**config.mk**
```make
export PLATFORM = sky130hd
export DESIGN_NAME = eth_fcs_append
export DESIGN_NICKNAME = d
export VERILOG_FILES = /design/src/rtl/eth_fcs_append.sv
export SDC_FILE = /design/constraint.sdc
export NUM_CORES = 1
export LEC_CHECK = 0
export BUFFER_PORTS_ARGS = -buffer_cell sky130_fd_sc_hd__buf_2
export CORE_UTILIZATION = 35
export CTS_BUF_LIST = sky130_fd_sc_hd__clkbuf_16
export CTS_CLUSTER_SIZE = 40
export DETAILED_ROUTE_END_ITERATION = 10
export PLACE_DENSITY = 0.52
export SYNTH_ARGS = -nofsm -noshare
export SYNTH_HDL_FRONTEND = slang
export SYNTH_SLANG_ARGS = --single-unit
```
**constraint.sdc**
```tcl
create_clock -name clk -period 13.8 [get_ports clk]
set_input_delay 0.69 -clock clk [delete_from_list [all_inputs] [get_ports clk]]
set_output_delay 0.69 -clock clk [all_outputs]
set_load 0.01 [all_outputs]
```
**src/rtl/eth_fcs_append.sv**
```systemverilog
module eth_fcs_append #(
  parameter int DATA_W = 64
) (
  input  logic                        clk,
  input  logic                        rst_n,
  input  logic                        pass_thru,
  input  logic [DATA_W-1:0]           in_data,
  input  logic                        in_valid,
  output logic                        in_ready,
  input  logic                        in_sop,
  input  logic                        in_eop,
  input  logic [$clog2(DATA_W/8)-1:0] in_empty,
  input  logic                        in_fc,
  output logic [DATA_W-1:0]           out_data,
  output logic                        out_valid,
  input  logic                        out_ready,
  output logic                        out_sop,
  output logic                        out_eop,
  output logic [$clog2(DATA_W/8)-1:0] out_empty
);
  localparam int LANES   = DATA_W / 8;
  localparam int EMPTY_W = $clog2(LANES);
  localparam int FCS_B   = 4;
  localparam int EXT_W   = DATA_W + 8 * FCS_B;
  localparam logic [31:0] GEN = 32'h04C11DB7;

  function automatic logic [31:0] mirror32(input logic [31:0] v);
    logic [31:0] r;
    for (int b = 0; b < 32; b++) r[b] = v[31-b];
    return r;
  endfunction

  localparam logic [31:0] GEN_R = mirror32(GEN);

  function automatic logic [31:0] crc_step(input logic [31:0] c, input logic [7:0] d);
    logic [31:0] r;
    r = c ^ {24'h0, d};
    for (int b = 0; b < 8; b++) r = r[0] ? ((r >> 1) ^ GEN_R) : (r >> 1);
    return r;
  endfunction

  logic [31:0]        crc_r, crc_nx, fcs;
  logic               ins_r, ins_cur;
  logic               pend;
  logic [31:0]        pend_bytes;
  logic [EMPTY_W-1:0] pend_empty;
  logic [EMPTY_W:0]   n_in;
  int                 n_int;
  logic [EXT_W-1:0]   ext;
  logic               accept, free, split;

  assign n_in     = in_eop ? ((EMPTY_W+1)'(LANES) - {1'b0, in_empty}) : (EMPTY_W+1)'(LANES);
  assign n_int    = int'(n_in);
  assign free     = !out_valid || out_ready;
  assign in_ready = !pend && free;
  assign accept   = in_valid && in_ready;
  assign ins_cur  = in_sop ? (!pass_thru || in_fc) : ins_r;
  assign split    = n_int > LANES - FCS_B;
  assign fcs      = ~crc_nx;

  always_comb begin
    crc_nx = in_sop ? 32'hFFFF_FFFF : crc_r;
    for (int i = 0; i < LANES; i++)
      if (i < n_int) crc_nx = crc_step(crc_nx, in_data[8*i +: 8]);
  end

  always_comb begin
    ext = '0;
    for (int i = 0; i < LANES; i++)
      if (i < n_int) ext[8*i +: 8] = in_data[8*i +: 8];
    for (int k = 0; k < FCS_B; k++)
      ext[8*(n_int+k) +: 8] = fcs[8*k +: 8];
  end

  always_ff @(posedge clk or negedge rst_n) begin
    if (!rst_n) begin
      crc_r      <= '1;
      ins_r      <= 1'b0;
      pend       <= 1'b0;
      pend_bytes <= '0;
      pend_empty <= '0;
      out_valid  <= 1'b0;
      out_data   <= '0;
      out_sop    <= 1'b0;
      out_eop    <= 1'b0;
      out_empty  <= '0;
    end else begin
      if (accept) begin
        crc_r <= crc_nx;
        ins_r <= ins_cur;
      end
      if (free) begin
        if (pend) begin
          out_valid <= 1'b1;
          out_data  <= {{(DATA_W-32){1'b0}}, pend_bytes};
          out_sop   <= 1'b0;
          out_eop   <= 1'b1;
          out_empty <= pend_empty;
          pend      <= 1'b0;
        end else if (accept) begin
          out_valid <= 1'b1;
          out_sop   <= in_sop;
          if (in_eop && ins_cur) begin
            out_data <= ext[DATA_W-1:0];
            if (split) begin
              out_eop    <= 1'b0;
              out_empty  <= '0;
              pend       <= 1'b1;
              pend_bytes <= ext[DATA_W +: 32];
              pend_empty <= EMPTY_W'(2*LANES - FCS_B - n_int);
            end else begin
              out_eop   <= 1'b1;
              out_empty <= EMPTY_W'(LANES - FCS_B - n_int);
            end
          end else begin
            out_data  <= in_data;
            out_eop   <= in_eop;
            out_empty <= in_eop ? in_empty : '0;
          end
        end else begin
          out_valid <= 1'b0;
        end
      end
    end
  end

  a_r8_hold_stable: assert property (@(posedge clk) disable iff (!rst_n)
    (out_valid && !out_ready) |=> (out_valid && $stable(out_data) && $stable(out_sop)
                                   && $stable(out_eop) && $stable(out_empty)));

  a_r8_no_take_stalled: assert property (@(posedge clk) disable iff (!rst_n)
    (out_valid && !out_ready) |-> !in_ready);

  a_r4_extra_beat_ends: assert property (@(posedge clk) disable iff (!rst_n)
    (out_valid && out_ready && pend) |=> (out_valid && out_eop && !out_sop));

  a_r4_split_not_last: assert property (@(posedge clk) disable iff (!rst_n)
    $rose(pend) |-> (out_valid && !out_eop));

  a_r3_empty_mid: assert property (@(posedge clk) disable iff (!rst_n)
    (out_valid && !out_eop) |-> (out_empty == '0));

  a_r8_crc_frozen: assert property (@(posedge clk) disable iff (!rst_n)
    (out_valid && !out_ready) |=> $stable(crc_r));
endmodule

```
== Word level (Yosys, flattened, before mapping) ==
Index checks and enable logic that the tools add are counted.

* Memories kept: 0
* Logic and storage cells: 229
* Register bits after elaboration: 139
* Bits in latches: 0
* Bits of input ports: 75
* ROM bits: 0
* RAM bits: 0

* Reduce and logical (&&, ||, !) cells: 11
* Div/mod/pow operators: 0
* $mul: 0
* Shift operators: 8
* $lt $le $gt $ge: 9
* Eq/ne operators: 0
* Mux-type cells: 107
* Bitwise operators: 74
* $add $sub $neg: 10

{| class="wikitable"
|+ Operator list
! operator !! number
|-
| $mux 32 || 73
|-
| $not 13->14 || 64
|-
| $bwmux 96 || 4
|-
| $shift 8x33->96 const A || 4
|-
| $shiftx 8x33->96 || 4
|-
| $xor 32x8->32 || 8
|-
| $mux 64 || 3
|-
| $neg 8->33 || 3
|-
| $mux 8 || 8
|-
| $neg 7->33 || 1
|-
| $not 32->32 || 1
|-
| $lt 3x4->1 const A || 4
|-
| $mux 3 || 5
|-
| $mux 1 || 13
|-
| $add 4x2->5 const B || 2
|-
| $lt 1x4->1 const A || 2
|-
| $lt 2x4->1 const A || 2
|-
| $sub 3x3->3 const A || 2
|-
| $add 4x1->5 const B || 1
|-
| $reduce_and 5->1 || 1
|-
| $gt 4x3->1 const B || 1
|-
| $mux 4 || 1
|-
| $sub 4x3->4 const A || 1
|-
| $logic_and 1x1->1 || 3
|-
| other kinds (5) || 8
|}

== Depth between registers and ports, before layout ==
* Word-level depth: 154
* Gate-level depth with buffers: 48
* Gate-level depth less buffers: 34

== Worst setup path after synthesis ==
Ideal clock, no wire load.

* Path kind: input to register
* Start: input in_eop
* End: register out_data[30]
* Cell stages on the path: 40
* Library setup time: 137 ps
* Arrival time: 11265 ps
* Setup slack: 2397 ps
* Required time: 13663 ps
* Path through: clkbuf_1 > and2_1 > clkbuf_1 > inv_1 > clkbuf_1 > clkbuf_1 > ha_1 > buf_2 > and2_1 > buf_2 > nand2_1 > buf_2 > o2111ai_2 > and3b_1 > nor2_2 > xnor3_1 > mux2i_4 > xnor3_2 > (+4 left out) > a211o_1 > and3_1 > o21ai_0 > a21oi_1 > nor3_4 > xnor3_1 > o21ai_2 > xor2_2 > xnor2_1 > xnor3_1 > o21a_2 > xnor2_4 > xnor3_1 > xnor3_1 > mux2_2 > and2_1 > a2111oi_0 > nor3_1

* Word-level cells in the longest chain between the ends: 107

{| class="wikitable"
|+ Ends and longest elaborated chain
! what !! RTL line !! text
|-
| start: declaration || 11 || <nowiki>input logic in_eop,</nowiki>
|-
| $mux 4 * || 52 || <nowiki>assign n_in = in_eop ? ((EMPTY_W+1)'(LANES) - {1'b0, in_empty}) : (EMPTY_W+1)'(LANES);</nowiki>
|-
| via n_in[0] || 47 || <nowiki>logic [EMPTY_W:0] n_in;</nowiki>
|-
| $lt 1x4->1 || 64 || <nowiki>if (i < n_int) crc_nx = crc_step(crc_nx, in_data[8*i +: 8]);</nowiki>
|-
| $mux 32 || 64 ||
|-
| $xor 32x8->32 || 37 || <nowiki>r = c ^ {24'h0, d};</nowiki>
|-
| $not 13->14 (no line) || n/a ||
|-
| $mux 32 || 38 || <nowiki>for (int b = 0; b < 8; b++) r = r[0] ? ((r >> 1) ^ GEN_R) : (r >> 1);</nowiki>
|-
| $not 13->14 (no line) || n/a ||
|-
| (+90 left out) || n/a ||
|-
| $mux 32 || 64 ||
|-
| $not 32->32 || 59 || <nowiki>assign fcs = ~crc_nx;</nowiki>
|-
| $shiftx 8x33->96 || 72 || <nowiki>ext[8*(n_int+k) +: 8] = fcs[8*k +: 8];</nowiki>
|-
| $bwmux 96 (3 in a row) || 72 ||
|-
| $bwmux 96 * || 72 ||
|-
| $mux 64 * || 103 || <nowiki>if (in_eop && ins_cur) begin</nowiki>
|-
| $mux 64 * || 100 || <nowiki>end else if (accept) begin</nowiki>
|-
| $mux 64 * || 93 || <nowiki>if (pend) begin</nowiki>
|-
| end signal: assignment || 95 || <nowiki>out_data <= {{(DATA_W-32){1'b0}}, pend_bytes};</nowiki>
|-
| end signal: assignment || 104 || <nowiki>out_data <= ext[DATA_W-1:0];</nowiki>
|-
| end signal: assignment || 116 || <nowiki>out_data <= in_data;</nowiki>
|-
| end: declaration || 14 || <nowiki>output logic [DATA_W-1:0] out_data,</nowiki>
|}

Mark *: on every way through the listed nets, which the timed path passes. The rest lies on a longest branch. The select of a mux whose other input is x is not followed.
A chain may end at the register's enable or synchronous reset.

== Worst setup path after layout ==
* Start: input in_empty[1]
* End: register pend_bytes[11]

* Word-level cells in the longest chain between the ends: 105

{| class="wikitable"
|+ Ends and longest elaborated chain
! what !! RTL line !! text
|-
| start: declaration || 12 || <nowiki>input logic [$clog2(DATA_W/8)-1:0] in_empty,</nowiki>
|-
| $sub 4x3->4 * || 52 ||
|-
| $mux 4 * || 52 ||
|-
| $lt 1x4->1 || 64 ||
|-
| $mux 32 || 64 ||
|-
| $xor 32x8->32 || 37 ||
|-
| $not 13->14 (no line) || n/a ||
|-
| $mux 32 || 38 ||
|-
| $not 13->14 (no line) || n/a ||
|-
| (+85 left out) || n/a ||
|-
| $not 13->14 (no line) || n/a ||
|-
| $mux 32 || 38 ||
|-
| $not 13->14 (no line) || n/a ||
|-
| $mux 32 (2 in a row) || 38 ||
|-
| $mux 32 || 64 ||
|-
| $not 32->32 || 59 ||
|-
| $shiftx 8x33->96 || 72 ||
|-
| $bwmux 96 (4 in a row) || 72 ||
|-
| end signal: assignment || 109 || <nowiki>pend_bytes <= ext[DATA_W +: 32];</nowiki>
|-
| end: declaration || 45 || <nowiki>logic [31:0] pend_bytes;</nowiki>
|}

Every way passes the cells marked *; elsewhere a longest branch is shown, timed or not.

==> out/results.tsv <==
metric	value	unit
status	complete, but fails checks	
violations	capacitance limit, slew limit	
cts_made_buffers	17	
yosysTopAreaCell	dfrtp_1	
synthCells	3195	
netlist_area	24520	µm²
cp_max_fo	17	
max_cap_viol_count	1	
dp_hpwl	106900	µm
routed-wl-met3	13590	µm
avgRoutedWirePerCell	33.15	µm
synth-seq-cells	139	
setup_viol	0	
core.rowCount	96	
grt.total_usage	0.3875	
tns	0	ns
clock-root-buffer	clkbuf_16	
seq_area	3520	µm²
avgViaCountPerCell	6.554	
die_h	266.7	µm
h-tree-depth	4	
drtIter0Drc	3813	
synth_warnings	0	
cp_slowest_cell	mux2i_2	
synth_flop_cell	dfrtp_1	
slew_viol_final	8	
synth_top_area_share	0.1092	
grt.overflow.total	0	
max_stage_delay	0.75	ns
synth_area_leaders	dfrtp_1 11%, xnor2_1 9.5%, xnor3_1 8.4%	
clkLatencyLatePin	0.47	ns
whs	0.2917	ns
hp-class	in2async	
num_vias	27610	
grt_max_degree	86	
endpoint_kind	register	
routed_wl	139700	µm
rsz0062_at_grt	false	
grt_pass1_wl	197000	µm
crit_type	in2reg	
die_x	266.7	µm
first_global_vias	26160	
highest_layer	met5	
worstSetupStartpointType	input pin	
syn_nets	3287	
yosysUniqueCellTypes	122	
clock_skew	0.01082	ns
crit_path_frequent_cell	xor2_1	
drive_gt1_frac	0.1531	
worst_pin_slew	1.509	ns
cp_data_arrival_time	13.67	ns
final_util	0.3945	
cts_tree	built	
fill_cells	7307	
required	14.15	ns
cts_max_path_buffers	2	
syn_to_final_growth	10.92	%
wl_met2	58760	µm
drtPass1Iterations	6	
multi_input_area	20050	µm²
synth_edf_count	0	
portBuffers	145	
seq_area_frac_synth	0.1435	
timing_hold_violations_final	0	
gp_congestion	1.078	
fin_nets	3358	
drc_errors	0	
max_freq	75.11	MHz
slew_headroom	-0.007994	
synth.avg_cell_area	7.675	µm²
fp.coreArea	68950	µm²
postCtsHoldBufs	0	
io_pins	146	
antenna_found_initial	12	
start_util	0.3557	
ant_nets	0	
ys_async_sr_fraction	1.000	
clkTransAtPathRegs	0.07	ns
numClockSinks	139	
drt-met1-wl	56480	µm
min_period	13.31	ns
dieArea	71120	µm²
fin_crit_sh	0.9647	
## worst max-delay path, delay by kind of cell
family | cells | cell delay (ns)
adder cells (fa/ha/maj) | 2 | 0.75
multiplexers | 1 | 0.75
buffers and inverters | 5 | 1.05
XOR/XNOR | 14 | 4.92
AO/OA/AOI/OAI | 10 | 3.41
AND/OR/NAND/NOR | 6 | 2.01
## layer usage
layer	vias to the layer above	GRT usage
met4	6	0.2462
met5	-	0
li1	11860	-
met2	1836	0.5787
met1	13480	0.5095
met3	440	0.07593
## final timing paths
path                                  start              to  slack, ns  cells past startpoint
worst max register to register     crc_r[3]  pend_bytes[11]       1.04                     33
worst max-delay path            in_empty[1]  pend_bytes[11]       0.49                     38
worst min-delay path                  rst_n    out_data[50]       0.29                      1
min in group clk                   in_valid       out_valid       0.42                      2
max in group asynchronous             rst_n           ins_r      12.01                      2
worst min register to register      out_eop         out_eop       0.48                      2
## flip-flops by register name (all words and copies together), names as in the netlist
register and flops:
crc_r 32, pend 1, out_empty 3, out_data 64, out_sop 1, ins_r 1, pend_empty 3, pend_bytes 32
out_valid 1, out_eop 1
## placed cells by master, fill, tap and decap left out, drive strengths merged, types with 19 or more instances in the layout
cell type  netlist  final
o31ai           28     28
a211o           21     21
o21a            25     25
nand3          128    128
mux2i           70     70
a221oi          37     37
a211oi          39     39
xnor2          295    295
mux2            19     19
and2            51     51
a31oi           41     41
nor3           112    112
buf             64    274
a22oi           41     41
nand2          378    378
a21oi          230    230
xor2           119    119
nand2b          22     22
o21ai          252    252
xnor3           92     92
dfstp           32     32
and3            36     36
o22ai           23     23
nor4            28     28
nor2           325    325
or3             35     35
nand4           24     24
clkbuf         158     19
o211ai          50     50
inv             32     39
dfrtp          107    107
## Yosys cell counts (49+ instances only)
cell	instances
a21oi_1	225
and2_1	51
clkbuf_1	158
dfrtp_1	107
mux2i_1	63
nand2_1	375
nand3_1	128
nor2_1	323
nor3_1	107
o211ai_1	49
o21ai_0	206
xnor2_1	267
xnor3_1	91
xor2_1	105
## cell families (layout without fill, tap and decap cells)
family | count (synthesis) | after routing | share of synthesized area
AOI/OAI and AO/OA | 967 | 967 | 0.2679
xor gates and xnor gates | 521 | 521 | 0.2649
adders and majority gates | 17 | 17 | 0.008674
buffers and inverters | 254 | 338 | 0.04271
DFF | 139 | 139 | 0.1435
muxes | 89 | 89 | 0.04031
other | 0 | 3 | 0
and+or+nand+nor | 1208 | 1208 | 0.2320
## what timing repair did
item | CTS | global route
buffers inserted | 0 | 2
gates resized for setup | 0 | 1
setup endpoints to repair | 0 | 11
## layout make-up
class | instances | share of cell area
clock buffer | 19 | 0.01748
clock inverter | 13 | 0.005290
tap | 931 | 0.04283
timing repair buffer | 274 | 0.06298
antenna | 3 | 0.0002760
multi-input combinational | 2802 | 0.7373
inverter | 32 | 0.004416
sequential | 139 | 0.1294
## per-stage QoR
| stage | instance area (µm²) | std cells | setup WS [ns] |
|---|---|---|---|
| 2_1_floorplan | 24520 | 3195 | 2.397 |
| 3_3_place_gp | 26530 | 4175 | 0.4474 |
| 3_5_place_dp | 26530 | 4175 | 0.1940 |
| 4_1_cts | 27140 | 4207 | 0.6264 |
| 5_1_grt | 27190 | 4211 | 0.02150 |
| 6_report | 27200 | 4213 | 0.4870 |
Power is left out: the tool's default activity adds up to more than one toggle a clock period on the data nets, which glitch-free logic cannot reach.
